`src/rtl/cf_pio_pkg.sv`:
```
package cf_pio_pkg;

    localparam int NUM_MODES = 7;
    localparam int MAX_MODE  = NUM_MODES - 1;
    localparam int MODE_W    = 3;
    localparam int TW        = 16;
    localparam int HADDR_W   = 4;
    localparam int REG_W     = 3;

    typedef enum logic [2:0] {
        PH_IDLE  = 3'd0,
        PH_SETUP = 3'd1,
        PH_STRB  = 3'd2,
        PH_HOLD  = 3'd3,
        PH_RECOV = 3'd4
    } phase_e;

    typedef struct packed {
        logic [TW-1:0] s;
        logic [TW-1:0] t;
        logic [TW-1:0] h;
        logic [TW-1:0] r;
    } clk_set_t;

    // nanosecond figures per PIO mode
    function automatic int ns_setup(input int m);
        case (m)
            0: return 70;  1: return 50;  2: return 30;  3: return 30;
            4: return 25;  5: return 15;  default: return 10;
        endcase
    endfunction

    function automatic int ns_strobe(input int m);
        case (m)
            0, 1, 2: return 290;
            3: return 80;  4: return 70;  5: return 65;  default: return 55;
        endcase
    endfunction

    function automatic int ns_addr_hold(input int m);
        case (m)
            0: return 20;  1: return 15;  default: return 10;
        endcase
    endfunction

    function automatic int ns_data_hold(input int m);
        case (m)
            0: return 30;  1: return 20;  2: return 15;  default: return 10;
        endcase
    endfunction

    function automatic int ns_recovery(input int m);
        case (m)
            0, 1, 2: return 0;
            3: return 70;  4: return 25;  5: return 25;  default: return 20;
        endcase
    endfunction

    function automatic int ns_min_cycle(input int m);
        case (m)
            0: return 600; 1: return 383; 2: return 240; 3: return 180;
            4: return 120; 5: return 100; default: return 80;
        endcase
    endfunction

    // ceiling division that forgives a small overshoot past a clock edge
    function automatic int ps_to_clk(input int ps, input int clk_ps);
        int slack;
        if (ps <= 0) return 0;
        slack = ps * 2 / 100;
        if (4 * slack > clk_ps) slack = clk_ps / 4;
        return (ps + clk_ps - 1 - slack) / clk_ps;
    endfunction

    // phase clocks with minimum-cycle padding spread round-robin
    function automatic clk_set_t build_set(input int m, input bit wr, input int clk_ps);
        int c0, c1, c2, c3, tot, mn, nz, per, rem;
        clk_set_t res;
        c0  = ps_to_clk(ns_setup(m) * 1000, clk_ps);
        c1  = ps_to_clk(ns_strobe(m) * 1000, clk_ps);
        c2  = ps_to_clk((wr ? ns_data_hold(m) : ns_addr_hold(m)) * 1000, clk_ps);
        c3  = ps_to_clk(ns_recovery(m) * 1000, clk_ps);
        tot = c0 + c1 + c2 + c3;
        mn  = ps_to_clk(ns_min_cycle(m) * 1000, clk_ps);
        nz  = (c0 != 0 ? 1 : 0) + (c1 != 0 ? 1 : 0) + (c2 != 0 ? 1 : 0) + (c3 != 0 ? 1 : 0);
        if (tot < mn && nz > 0) begin
            per = (mn - tot) / nz;
            rem = (mn - tot) % nz;
            if (c0 != 0) begin c0 = c0 + per + (rem > 0 ? 1 : 0); if (rem > 0) rem = rem - 1; end
            if (c1 != 0) begin c1 = c1 + per + (rem > 0 ? 1 : 0); if (rem > 0) rem = rem - 1; end
            if (c2 != 0) begin c2 = c2 + per + (rem > 0 ? 1 : 0); if (rem > 0) rem = rem - 1; end
            if (c3 != 0) begin c3 = c3 + per + (rem > 0 ? 1 : 0); end
        end
        res.s = TW'(c0);
        res.t = TW'(c1);
        res.h = TW'(c2);
        res.r = TW'(c3);
        return res;
    endfunction

endpackage

```
`src/rtl/cf_timing_table.sv`:
```
module cf_timing_table
    import cf_pio_pkg::*;
#(
    parameter int CLK_PS = 8000
) (
    input  logic [MODE_W-1:0] mode_i,
    input  logic              wr_i,
    output clk_set_t          set_o
);
    localparam int ENTRIES = 1 << MODE_W;

    clk_set_t rd_tab [ENTRIES];
    clk_set_t wr_tab [ENTRIES];

    for (genvar g = 0; g < ENTRIES; g++) begin : g_mode
        localparam int       M    = (g > MAX_MODE) ? MAX_MODE : g;
        localparam clk_set_t RD_V = build_set(M, 1'b0, CLK_PS);
        localparam clk_set_t WR_V = build_set(M, 1'b1, CLK_PS);
        assign rd_tab[g] = RD_V;
        assign wr_tab[g] = WR_V;
    end

    always_comb begin
        set_o = wr_i ? wr_tab[mode_i] : rd_tab[mode_i];
    end

endmodule

```
`src/rtl/cf_mode_ctrl.sv`:
```
module cf_mode_ctrl
    import cf_pio_pkg::*;
(
    input  logic              clk,
    input  logic              rst_n,
    input  logic [MODE_W-1:0] mode_i,
    input  logic              load_i,
    output logic [MODE_W-1:0] mode_o
);
    localparam logic [MODE_W-1:0] TOP_MODE = MODE_W'(MAX_MODE);

    typedef struct packed {
        logic [MODE_W-1:0] mode;
        logic              vld;
    } mode_t;

    mode_t mode_d, mode_q;
    logic [MODE_W-1:0] req_d;

    always_comb begin
        mode_d = mode_q;
        req_d  = (mode_i > TOP_MODE) ? TOP_MODE : mode_i;
        if (load_i && (!mode_q.vld || req_d < mode_q.mode)) begin
            mode_d.mode = req_d;
            mode_d.vld  = 1'b1;
        end
    end

    always_ff @(posedge clk or negedge rst_n) begin
        if (!rst_n) mode_q <= '0;
        else        mode_q <= mode_d;
    end

    assign mode_o = mode_q.mode;

    a_r10_never_faster: assert property (@(posedge clk) disable iff (!rst_n)
        (mode_q.vld && $past(mode_q.vld)) |-> (mode_q.mode <= $past(mode_q.mode)));

    a_r10_in_range: assert property (@(posedge clk) disable iff (!rst_n)
        mode_q.mode <= TOP_MODE);

endmodule

```
`src/rtl/cf_pio_seq.sv`:
```
module cf_pio_seq
    import cf_pio_pkg::*;
#(
    parameter int DATA_W = 8
) (
    input  logic               clk,
    input  logic               rst_n,
    input  logic               start_i,
    input  logic               wr_i,
    input  logic [HADDR_W-1:0] addr_i,
    input  logic [DATA_W-1:0]  wdata_i,
    input  clk_set_t           set_i,
    input  logic               wait_i,
    input  logic [DATA_W-1:0]  card_d_i,
    output logic               busy_o,
    output logic               done_o,
    output logic [DATA_W-1:0]  rdata_o,
    output logic [1:0]         cs_n_o,
    output logic [REG_W-1:0]   a_o,
    output logic               iord_n_o,
    output logic               iowr_n_o,
    output logic [DATA_W-1:0]  d_o,
    output logic               doe_o
);
    localparam logic [TW-1:0]      ONE      = TW'(1);
    localparam logic [DATA_W-1:0]  FLOAT_V  = DATA_W'(8'hF9);
    localparam logic [DATA_W-1:0]  CLEAN_V  = DATA_W'(8'h7F);
    localparam logic [HADDR_W-1:0] STAT_A   = HADDR_W'(4'h7);
    localparam logic [HADDR_W-1:0] ALTST_A  = HADDR_W'(4'hE);

    typedef struct packed {
        phase_e              ph;
        logic [TW-1:0]       cnt;
        logic [TW-1:0]       t;
        logic [TW-1:0]       h;
        logic [TW-1:0]       r;
        logic                wr;
        logic [HADDR_W-1:0]  addr;
        logic [DATA_W-1:0]   wdat;
        logic [DATA_W-1:0]   cap;
        logic [DATA_W-1:0]   rdat;
        logic                done;
    } seq_t;

    seq_t seq_d, seq_q;
    logic is_stat_d;

    always_comb begin
        seq_d      = seq_q;
        seq_d.done = 1'b0;
        is_stat_d  = (seq_q.addr == STAT_A) || (seq_q.addr == ALTST_A);
        unique case (seq_q.ph)
            PH_IDLE: begin
                if (start_i) begin
                    seq_d.ph   = PH_SETUP;
                    seq_d.cnt  = set_i.s - ONE;
                    seq_d.t    = set_i.t;
                    seq_d.h    = set_i.h;
                    seq_d.r    = set_i.r;
                    seq_d.wr   = wr_i;
                    seq_d.addr = addr_i;
                    seq_d.wdat = wdata_i;
                end
            end
            PH_SETUP: begin
                if (seq_q.cnt != '0) seq_d.cnt = seq_q.cnt - ONE;
                else begin
                    seq_d.ph  = PH_STRB;
                    seq_d.cnt = seq_q.t - ONE;
                end
            end
            PH_STRB: begin
                if (seq_q.cnt != '0) seq_d.cnt = seq_q.cnt - ONE;
                else if (!wait_i) begin
                    seq_d.ph  = PH_HOLD;
                    seq_d.cnt = seq_q.h - ONE;
                    seq_d.cap = (is_stat_d && card_d_i == FLOAT_V) ? CLEAN_V : card_d_i;
                end
            end
            PH_HOLD: begin
                if (seq_q.cnt != '0) seq_d.cnt = seq_q.cnt - ONE;
                else if (seq_q.r != '0) begin
                    seq_d.ph  = PH_RECOV;
                    seq_d.cnt = seq_q.r - ONE;
                end else begin
                    seq_d.ph   = PH_IDLE;
                    seq_d.done = 1'b1;
                    if (!seq_q.wr) seq_d.rdat = seq_q.cap;
                end
            end
            PH_RECOV: begin
                if (seq_q.cnt != '0) seq_d.cnt = seq_q.cnt - ONE;
                else begin
                    seq_d.ph   = PH_IDLE;
                    seq_d.done = 1'b1;
                    if (!seq_q.wr) seq_d.rdat = seq_q.cap;
                end
            end
            default: seq_d.ph = PH_IDLE;
        endcase
    end

    always_ff @(posedge clk or negedge rst_n) begin
        if (!rst_n) seq_q <= '{ph: PH_IDLE, default: '0};
        else        seq_q <= seq_d;
    end

    logic cs_act;
    assign cs_act   = (seq_q.ph == PH_SETUP) || (seq_q.ph == PH_STRB) || (seq_q.ph == PH_HOLD);
    assign cs_n_o   = {~(cs_act & seq_q.addr[HADDR_W-1]), ~(cs_act & ~seq_q.addr[HADDR_W-1])};
    assign a_o      = seq_q.addr[REG_W-1:0];
    assign iord_n_o = !((seq_q.ph == PH_STRB) && !seq_q.wr);
    assign iowr_n_o = !((seq_q.ph == PH_STRB) && seq_q.wr);
    assign d_o      = seq_q.wdat;
    assign doe_o    = cs_act & seq_q.wr;
    assign busy_o   = (seq_q.ph != PH_IDLE);
    assign done_o   = seq_q.done;
    assign rdata_o  = seq_q.rdat;

    a_r4_one_strobe: assert property (@(posedge clk) disable iff (!rst_n)
        iord_n_o || iowr_n_o);

    a_r3_strobe_in_cs: assert property (@(posedge clk) disable iff (!rst_n)
        (!iord_n_o || !iowr_n_o) |-> ($countones(~cs_n_o) == 1));

    a_r5_single_cs: assert property (@(posedge clk) disable iff (!rst_n)
        $onehot0(~cs_n_o));

    a_r7_done_pulse: assert property (@(posedge clk) disable iff (!rst_n)
        done_o |=> !done_o);

    a_r6_wait_stretch: assert property (@(posedge clk) disable iff (!rst_n)
        (seq_q.ph == PH_STRB && wait_i) |=> (seq_q.ph == PH_STRB));

    a_r8_busy_ignores: assert property (@(posedge clk) disable iff (!rst_n)
        (busy_o && start_i) |=> $stable(seq_q.addr));

endmodule

```
`src/rtl/cf_pio_engine.sv`:
```
module cf_pio_engine
    import cf_pio_pkg::*;
#(
    parameter int CLK_PS = 8000,
    parameter int DATA_W = 8
) (
    input  logic                clk,
    input  logic                rst_n,
    input  logic                start_i,
    input  logic                wr_i,
    input  logic [3:0]          addr_i,
    input  logic [DATA_W-1:0]   wdata_i,
    input  logic [2:0]          mode_i,
    input  logic                mode_load_i,
    output logic                busy_o,
    output logic                done_o,
    output logic [DATA_W-1:0]   rdata_o,
    output logic [2:0]          mode_o,
    output logic [1:0]          cf_cs_n_o,
    output logic [2:0]          cf_a_o,
    output logic                cf_iord_n_o,
    output logic                cf_iowr_n_o,
    input  logic                cf_wait_i,
    output logic [DATA_W-1:0]   cf_d_o,
    output logic                cf_doe_o,
    input  logic [DATA_W-1:0]   cf_d_i
);
    clk_set_t set_w;

    cf_mode_ctrl u_mode (
        .clk    (clk),
        .rst_n  (rst_n),
        .mode_i (mode_i),
        .load_i (mode_load_i),
        .mode_o (mode_o)
    );

    cf_timing_table #(.CLK_PS(CLK_PS)) u_table (
        .mode_i (mode_o),
        .wr_i   (wr_i),
        .set_o  (set_w)
    );

    cf_pio_seq #(.DATA_W(DATA_W)) u_seq (
        .clk      (clk),
        .rst_n    (rst_n),
        .start_i  (start_i),
        .wr_i     (wr_i),
        .addr_i   (addr_i),
        .wdata_i  (wdata_i),
        .set_i    (set_w),
        .wait_i   (cf_wait_i),
        .card_d_i (cf_d_i),
        .busy_o   (busy_o),
        .done_o   (done_o),
        .rdata_o  (rdata_o),
        .cs_n_o   (cf_cs_n_o),
        .a_o      (cf_a_o),
        .iord_n_o (cf_iord_n_o),
        .iowr_n_o (cf_iowr_n_o),
        .d_o      (cf_d_o),
        .doe_o    (cf_doe_o)
    );

endmodule

```
`config.mk`:
```
export PLATFORM = sky130hd
export DESIGN_NAME = cf_pio_engine
export DESIGN_NICKNAME = d
export VERILOG_FILES = /design/src/rtl/cf_pio_pkg.sv /design/src/rtl/cf_timing_table.sv /design/src/rtl/cf_mode_ctrl.sv /design/src/rtl/cf_pio_seq.sv /design/src/rtl/cf_pio_engine.sv
export SDC_FILE = /design/constraint.sdc
export NUM_CORES = 1
export LEC_CHECK = 0
export ABC_AREA = 1
export BUFFER_PORTS_ARGS = -buffer_cell sky130_fd_sc_hd__buf_4
export CAP_MARGIN = 40
export CORE_ASPECT_RATIO = 0.5
export CORE_UTILIZATION = 38
export DETAILED_ROUTE_END_ITERATION = 8
export SLEW_MARGIN = 25
export SYNTH_ARGS = -nofsm -noshare
export SYNTH_HDL_FRONTEND = slang
export SYNTH_SLANG_ARGS = --single-unit
```
`constraint.sdc`:
```
create_clock -name clk -period 3.5 [get_ports clk]
set_clock_uncertainty 0.05 [all_clocks]
set_input_delay 0.7 -clock clk [delete_from_list [all_inputs] [get_ports clk]]
set_output_delay 0.7 -clock clk [all_outputs]
set_load 0.05 [all_outputs]
```
After elaboration in Yosys (flattened, before gate mapping) --
Memories as Yosys holds them, arrays and structs flattened. Cells that the tools add are included.
Storage, ports and cells: flip-flop bits (word level) 101, bits in read-only memories 512, input bits 29, output and inout bits 29, logic and storage cells 94, memories 1
Memories:
- (no name shown) | depth 8, width 64, rd ports 1, clocked after Yosys merged registers in 0, wr ports 0, line cf_timing_table.sv:24 | set_o = wr_i ? wr_tab[mode_i] : rd_tab[mode_i];
Cells by class: add/sub/neg operators 5, $lt $le $gt $ge 3, equal/unequal tests 17, mux-type cells 23, bitwise logic cells 9, reductions and logical operators 23
Operators by type and width (number):
- 2-to-1 mux 64 bit | 2
- 2-to-1 mux 16 bit | 5
- 2-to-1 mux 80 bit | 1
- case mux 16 bit (5 select lines) | 1
- subtractor 16 x 1 -> 16 bit, second input constant | 5
- nonzero test 16 bit | 2
- 2-to-1 mux 9 bit | 3
- 2-to-1 mux 19 bit | 1
- 2-to-1 mux 3 bit | 6
- case mux 9 bit (2 select lines) | 1
- 2-to-1 mux 8 bit | 2
- case mux 3 bit (5 select lines) | 1
- inequality test 2 bit, second input constant | 7
- equality test 8 bit, second input constant | 1
- equality test 3 x 2 -> 1 bit, second input constant | 2
- AND reduction 6 bit | 1
- NOT 1 bit | 5
- AND reduction 5 bit | 1
- nonzero test 5 bit | 1
- equality test 4 x 3 -> 1 bit, second input constant | 1
- equality test 4 bit, second input constant | 1
- greater-or-equal comparator 4 bit, second input constant | 1
- logical AND 1 bit | 4
- logical NOT 1 bit | 4
- other kinds (16) | 21

Logic depth before layout (Yosys ltp) --
Gate-level depths: netlist of the first run.
word-level depth 7, depth in mapped cells 12

Hierarchy --
A second synthesis of the first run with hierarchy kept.
Unflattened totals: cell total of the unflattened synthesis 1083, area total of the unflattened synthesis 7425.9 um^2
Modules (own cells, without submodules):
- cf_pio_seq | instances 1, cells an instance 962, area each 6587.6 um^2
- cf_timing_table | instances 1, cells an instance 87, area each 586.8 um^2
- cf_mode_ctrl | instances 1, cells an instance 34, area each 251.5 um^2

Worst setup path after synthesis of the first run --
OpenSTA, ideal clock, no wires.
path type flip-flop to output port, start point register u_seq.seq_q[95] in the netlist's numbering, end point output port cf_iord_n_o, arrival time 1.253 ns, data required time 2.750 ns, path slack 1.497 ns, stages on the path, launching flop included 7, path buffers 1, cells stage by stage dfrtp_1 -> inv_2 -> nor2_2 -> nand2_1 -> inv_1 -> buf_4 -> nand2_1
On the way: word-level cells in the longest chain between the ends 3
Ends and longest elaborated chain:
- start, declared | line cf_pio_seq.sv:45 | seq_t seq_d, seq_q;
- start signal, assigned | line cf_pio_seq.sv:105 | else seq_q <= seq_d;
- equality test 3 x 2 -> 1 bit | line cf_pio_seq.sv:112 | assign iord_n_o = !((seq_q.ph == PH_STRB) && !seq_q.wr);
- logical AND 1 bit | line cf_pio_seq.sv:112
- logical NOT 1 bit | line cf_pio_seq.sv:112
- end, declared | line cf_pio_engine.sv:21 | output logic cf_iord_n_o,
No other way between the ends.

Worst setup path after layout of the first run --
start point register u_seq.seq_q[96] in the netlist's numbering, end point output port cf_iord_n_o
The elaborated chain is that of the path after synthesis.

==> results of run 1 <==
metal layers:
metal / vias to the layer above / GRT usage / routed length (microns) / part of all wire
met5: - / 0 / 0 / 0
met4: 0 / 0.0735 / 212 / 0.020
met3: 17 / 0.0384 / 577 / 0.053
met2: 115 / 0.290 / 4510 / 0.42
met1: 1781 / 0.270 / 5550 / 0.51
li1: 1948 / - / - / -
flip-flops by register name, indices dropped and copies added (netlist names):
signal / flops
u_seq.rdata_o: 8
u_seq.a_o: 3
u_seq.done_o: 1
u_seq.seq_q: 40
u_mode.mode_o: 3
u_seq.d_o: 8
u_mode.mode_q: 1
worst max path at each step:
stage / start / cells after the start / slack, ps / end
global placement: u_seq.seq_q[78] / 8 / 1200 / u_seq.seq_q[78]
finish: u_seq.seq_q[96] / 5 / 890 / cf_iord_n_o
floorplan: u_seq.seq_q[95] / 6 / 1500 / cf_iord_n_o
detailed placement: u_seq.seq_q[78] / 8 / 1110 / u_seq.seq_q[78]
CTS: u_seq.seq_q[96] / 5 / 910 / cf_iord_n_o
global route: u_seq.seq_q[95] / 6 / 790 / cf_iord_n_o
critical path, delay by kind of cell, from the launching register on:
| kind | cells | cell delay, ps |
|---|---|---|
| simple gates | 3 | 440 |
| flops | 1 | 400 |
| buf+inv | 2 | 680 |
final cells by class:
class | count | area (sq um) | share of cell area
inverter | 74 | 278 | 0.0557
clock inverter | 7 | 101 | 0.0203
clock buffer | 9 | 225 | 0.0452
tap | 140 | 175 | 0.0351
timing repair buffer | 59 | 455 | 0.0913
multi-input combinational | 421 | 2150 | 0.431
sequential | 64 | 1600 | 0.321
cell usage in the layout (no fill, tap or decap), drive strengths merged, types with 5 or more instances in the layout:
cell    count
nand2     173
inv        74
nor2       72
dfrtp      64
buf        59
nand3      52
o21ai      39
a21oi      26
ha         15
a21boi     10
clkbuf      9
xor2        7
nor3        7
nand4       5
per-stage QoR:
stage          instances  worst slack (ps)  total power [mW]  area (sq um)   util
2_1_floorplan        593              1500              3.67          4290      -
3_3_place_gp         757              1200              4.23          4640  0.439
3_5_place_dp         758              1110              4.25          4660  0.441
4_1_cts              774               909              5.27          4990  0.472
5_1_grt              774               790              5.67          4990  0.472
6_report             774               886              5.26          4990  0.472
logic make-up (layout without fill, tap and decap cells):
kind of cell | count (synthesis) | after routing | synth area share
buf+inv | 108 | 149 | 0.126
mux | 1 | 1 | 0.00233
fa+ha+maj | 15 | 15 | 0.0437
flops | 64 | 64 | 0.373
simple gates | 311 | 311 | 0.318
xor+xnor | 9 | 9 | 0.0184
compound gates | 85 | 85 | 0.119
power by group through the flow:
stage	Combinational (mW)	Sequential, mW	Clock [mW]
after CTS	2.95	1.31	1.01
after global routing	3.27	1.36	1.04
after floorplan	2.43	1.24	0
after detailed placement	2.94	1.32	0
final	2.96	1.31	0.994
after global placement	2.91	1.32	0
==> flow_metrics.tcl, run 1 <==
set metrics [dict create \
    cp_data_arrival_time_ps 1860 \
    cts_tree "yes" \
    required_ps 2750 \
    clockBufferDepth 2 \
    ys_top_cells_by_count "nand2_1 (168), inv_1 (67), dfrtp_1 (64)" \
    finalCritPeriodShare 0.747 \
    fin_crit_ps 2610 \
    clockRootBuffer "clkbuf_16" \
    ctsHoldBuffers 0 \
    grtUsageTotal 0.192 \
    antenna_cells 0 \
    antenna_found_initial 0 \
    die_w_microns 152 \
    crit_path_frequent_cell "nand2_1" \
    final_nets 673 \
    status "complete, no violations" \
    ys_ff_latch 64 \
    gr-total-overflow 0 \
    synth.distinct_cells 37 \
    synth-seq-area-share 0.373 \
    hpwlAfterDp_microns 8080 \
    cp_slowest_cell "inv_1" \
    start_util 0.406 \
    relSlewSlack 0.633 \
    hold_class "primary input to asynchronous set/reset pin" \
    ctsResizeCount 0 \
    clk_pin_slew_ps 60 \
    place_congestion 0.863 \
    routed_wl_microns 10800 \
    cts_sinks 64 \
    path_cells "nor2_2 > nand2_1 > inv_1 > nand2_1 > buf_4" \
    cts.htree.levels 3 \
    hold_violations 0 \
    power.internal_mw 2.61 \
    core.rowCount 26 \
    synth.avg_cell_area_sq_um 7.24 \
    wl_per_cell_microns 14.0 \
    yosysTopAreaCellShare 0.373 \
    cp-start-kind "flip-flop" \
    maxSlewViolCount 0 \
    worst_pin_slew_ps 550 \
    cts_setup_buffers 0 \
    nFillCells 1086 \
    synthTopCellsByArea "dfrtp_1 (37%), nand2_1 (15%), inv_1 (5.9%)" \
    grt_pass1_vias 3603 \
    power.switching_mw 2.65 \
    remaining_drc_errors 0 \
    end_kind "output pin" \
    firstDrtPassIters 4 \
    area_growth_pct 16.2 \
    setup_tns_ps 0 \
    die_y_microns 77.1 \
    async_reset_ff_frac 1.00 \
    cts-buffers-inserted 9 \
    finalSetupViolCount 0 \
    crit-reg2reg-capture "u_seq.seq_q[78]" \
    vias 3861 \
    yosysTopAreaCell "dfrtp_1" \
    pwr-share-clk 0.189 \
    grt_max_degree 40 \
    synth_most_common_cell "nand2_1" \
    die_area_sq_mm 0.0117 \
    reg2regPathDepth 8 \
    max-vdd-ir-drop_uv 591 \
    power_frac_comb 0.562 \
    syn-num-nets 637 \
    grt_first_pass_wirelength_microns 17800 \
    coreArea_sq_mm 0.0106 \
    rrSetupSlack_ps 1070 \
    synth_cells 593 \
    power_density_mw_per_mm2 1050 \
    whs_ps 233 \
    synth_ff_type "dfrtp_1" \
    yosys_warnings 0 \
    p_leak_nw 2.59 \
    p_seq_frac 0.249 \
    p_sw_frac 0.504 \
    clock_latency_ps 330 \
    synth_enable_flop_cells 0 \
    drv_cap 0 \
    reg2reg_from "u_seq.seq_q[78]" \
    vias_per_cell 4.99 \
    rsz0062_at_grt "false" \
    cpPeakStageDelay_ps 470 \
    syn_area_sq_mm 0.00429 \
    max_freq_mhz 383 \
    io_pins 58 \
    drt_iter0_drc 284 \
    path_max_fanout 15 \
    drive_above_1_share 0.175 \
    detail-route-antenna-nets 0 \
    port_buffers 57 \
    path_class "flip-flop to output pin" \
]
No activity file was read; power rests on OpenSTA's default activity.
==> run 2: changes to the inputs <==
Clock period 3.5 ns to 2.4 ns, I/O delays scaled along.
==> flow_metrics.tcl, run 2 (synthesized netlist as in run 1, its figures left out) <==
set metrics [dict create \
    setup_tns_ps 0 \
    firstDrtPassIters 4 \
    end_kind "output pin" \
    die_y_microns 77.1 \
    power_density_mw_per_mm2 1520 \
    die_area_sq_mm 0.0117 \
    finalSetupViolCount 0 \
    path_max_fanout 7 \
    reg2regPathDepth 11 \
    design_area_sq_mm 0.00502 \
    grt_max_degree 47 \
    multi_input_area_sq_mm 0.00215 \
    holdCritStartpoint "wdata_i[4]" \
    vias_per_cell 4.93 \
    layout_common_cells "nand2_1 (168), inv_1 (67), dfrtp_1 (64)" \
    setup_ws_ps 320 \
    reg2reg_from "u_seq.seq_q[30]" \
    largest-register "u_seq.seq_q" \
    drv_cap 0 \
    drive_above_1_share 0.181 \
    power_frac_comb 0.579 \
    core.rowCount 26 \
    port_buffers 57 \
    detail-route-antenna-nets 0 \
    cts-buffers-inserted 9 \
    max_freq_mhz 481 \
    pwr-share-clk 0.168 \
    cts.htree.levels 3 \
    drt_iter0_drc 261 \
    cts_sinks 64 \
    maxSlewViolCount 0 \
    clk_pin_slew_ps 60 \
    p_leak_nw 2.61 \
    rsz0062_at_grt "false" \
    hpwlAfterDp_microns 8210 \
    finalCritPeriodShare 0.867 \
    hold_class "primary input to flip-flop" \
    clockRootBuffer "clkbuf_16" \
    cp-start-kind "flip-flop" \
    required_ps 1870 \
    max-vdd-ir-drop_uv 814 \
    worstHoldPathCells 3 \
    routed_wl_microns 11100 \
    gr-total-overflow 0 \
    p_total_mw 7.61 \
    crit_path_frequent_cell "nand2_1" \
    placed_cell_area_sq_mm 0.00472 \
    grt_first_pass_wirelength_microns 18600 \
    p_seq_frac 0.252 \
    cp_data_arrival_time_ps 1550 \
    hold_violations 0 \
    rrSetupSlack_ps 340 \
    die_w_microns 152 \
    wl_per_cell_microns 14.2 \
    fin_crit_ps 2080 \
    cts_setup_buffers 0 \
    io_pins 58 \
    clockBufferDepth 2 \
    relSlewSlack 0.685 \
    min_to "u_seq.d_o[4]" \
    vias 3846 \
    path_cells "nor2_2 > nand2_1 > inv_1 > nand2_1 > buf_4" \
    startpoint "u_seq.seq_q[96]" \
    p_sw_frac 0.516 \
    grt_pass1_vias 3616 \
    area_growth_pct 16.9 \
    cpPeakStageDelay_ps 400 \
    antenna_found_initial 0 \
    layout_commonest_cell "nand2_1" \
    whs_ps 293 \
    cp_slowest_cell "dfrtp_1" \
    crit-reg2reg-capture "u_seq.seq_q[91]" \
    clock_latency_ps 330 \
    final_nets 679 \
    grtUsageTotal 0.201 \
    regArea_sq_mm 0.00160 \
    power.internal_mw 3.69 \
    largest_reg_flops 40 \
    remaining_drc_errors 0 \
    start_util 0.406 \
    antenna_cells 0 \
    worst_pin_slew_ps 469 \
    nFillCells 1065 \
    power.switching_mw 3.93 \
    coreArea_sq_mm 0.0106 \
    place_congestion 0.898 \
    cts_tree "yes" \
    path_class "flip-flop to output pin" \
    post-place-ws_ps 348 \
    status "complete, no violations" \
]
==> run 2: power groups by stage <==
stage | Combinational, mW | Sequential [mW] | Clock (mW)
floorplan | 3.54 | 1.81 | 0
global placement | 4.34 | 1.93 | 0
detailed placement | 4.36 | 1.93 | 0
CTS | 4.39 | 1.92 | 1.31
global route | 4.89 | 1.99 | 1.35
finish | 4.41 | 1.92 | 1.28
==> run 2: through the flow <==
step            util  cells
2_1_floorplan      -    593
3_3_place_gp   0.444    762
3_5_place_dp   0.446    763
4_1_cts        0.475    780
5_1_grt        0.475    780
6_report       0.475    780
==> run 2: worst max-delay path: cells and delay by family, from the launching register on <==
family / cells / cell delay [ps]
buf+inv: 2 / 410
flops: 1 / 400
simple gates: 3 / 400
==> run 2: repair_timing <==
item / in CTS / in global routing
hold endpoints to repair: 18 / 0
gates resized for setup: 0 / 0
hold buffers: 1 / 0
==> run 2: how the worst max path moves through the flow <==
stage	to	slack, ps	depth (start not counted)
after detailed placement	u_seq.seq_q[83]	350	10
after global placement	u_seq.seq_q[93]	360	11
final	cf_iord_n_o	320	5
after floorplan	u_seq.a_o[0]	550	7
after CTS	cf_iord_n_o	320	5
after global routing	u_seq.seq_q[11]	120	7
==> run 2: cell type report <==
class	count	area share
multi-input combinational	421	0.429
sequential	64	0.319
timing repair buffer	65	0.104
inverter	74	0.0554
clock buffer	10	0.0476
tap	140	0.0349
clock inverter	6	0.00998
==> run 2: layer usage <==
metal | track usage | part of all wire | up-vias | wire length, microns
li1 | - | - | 1945 | -
met1 | 0.280 | 0.50 | 1781 | 5510
met2 | 0.313 | 0.44 | 111 | 4830
met3 | 0.0520 | 0.058 | 9 | 640
met4 | 0.0357 | 0.0072 | 0 | 80
met5 | 0 | 0 | - | 0
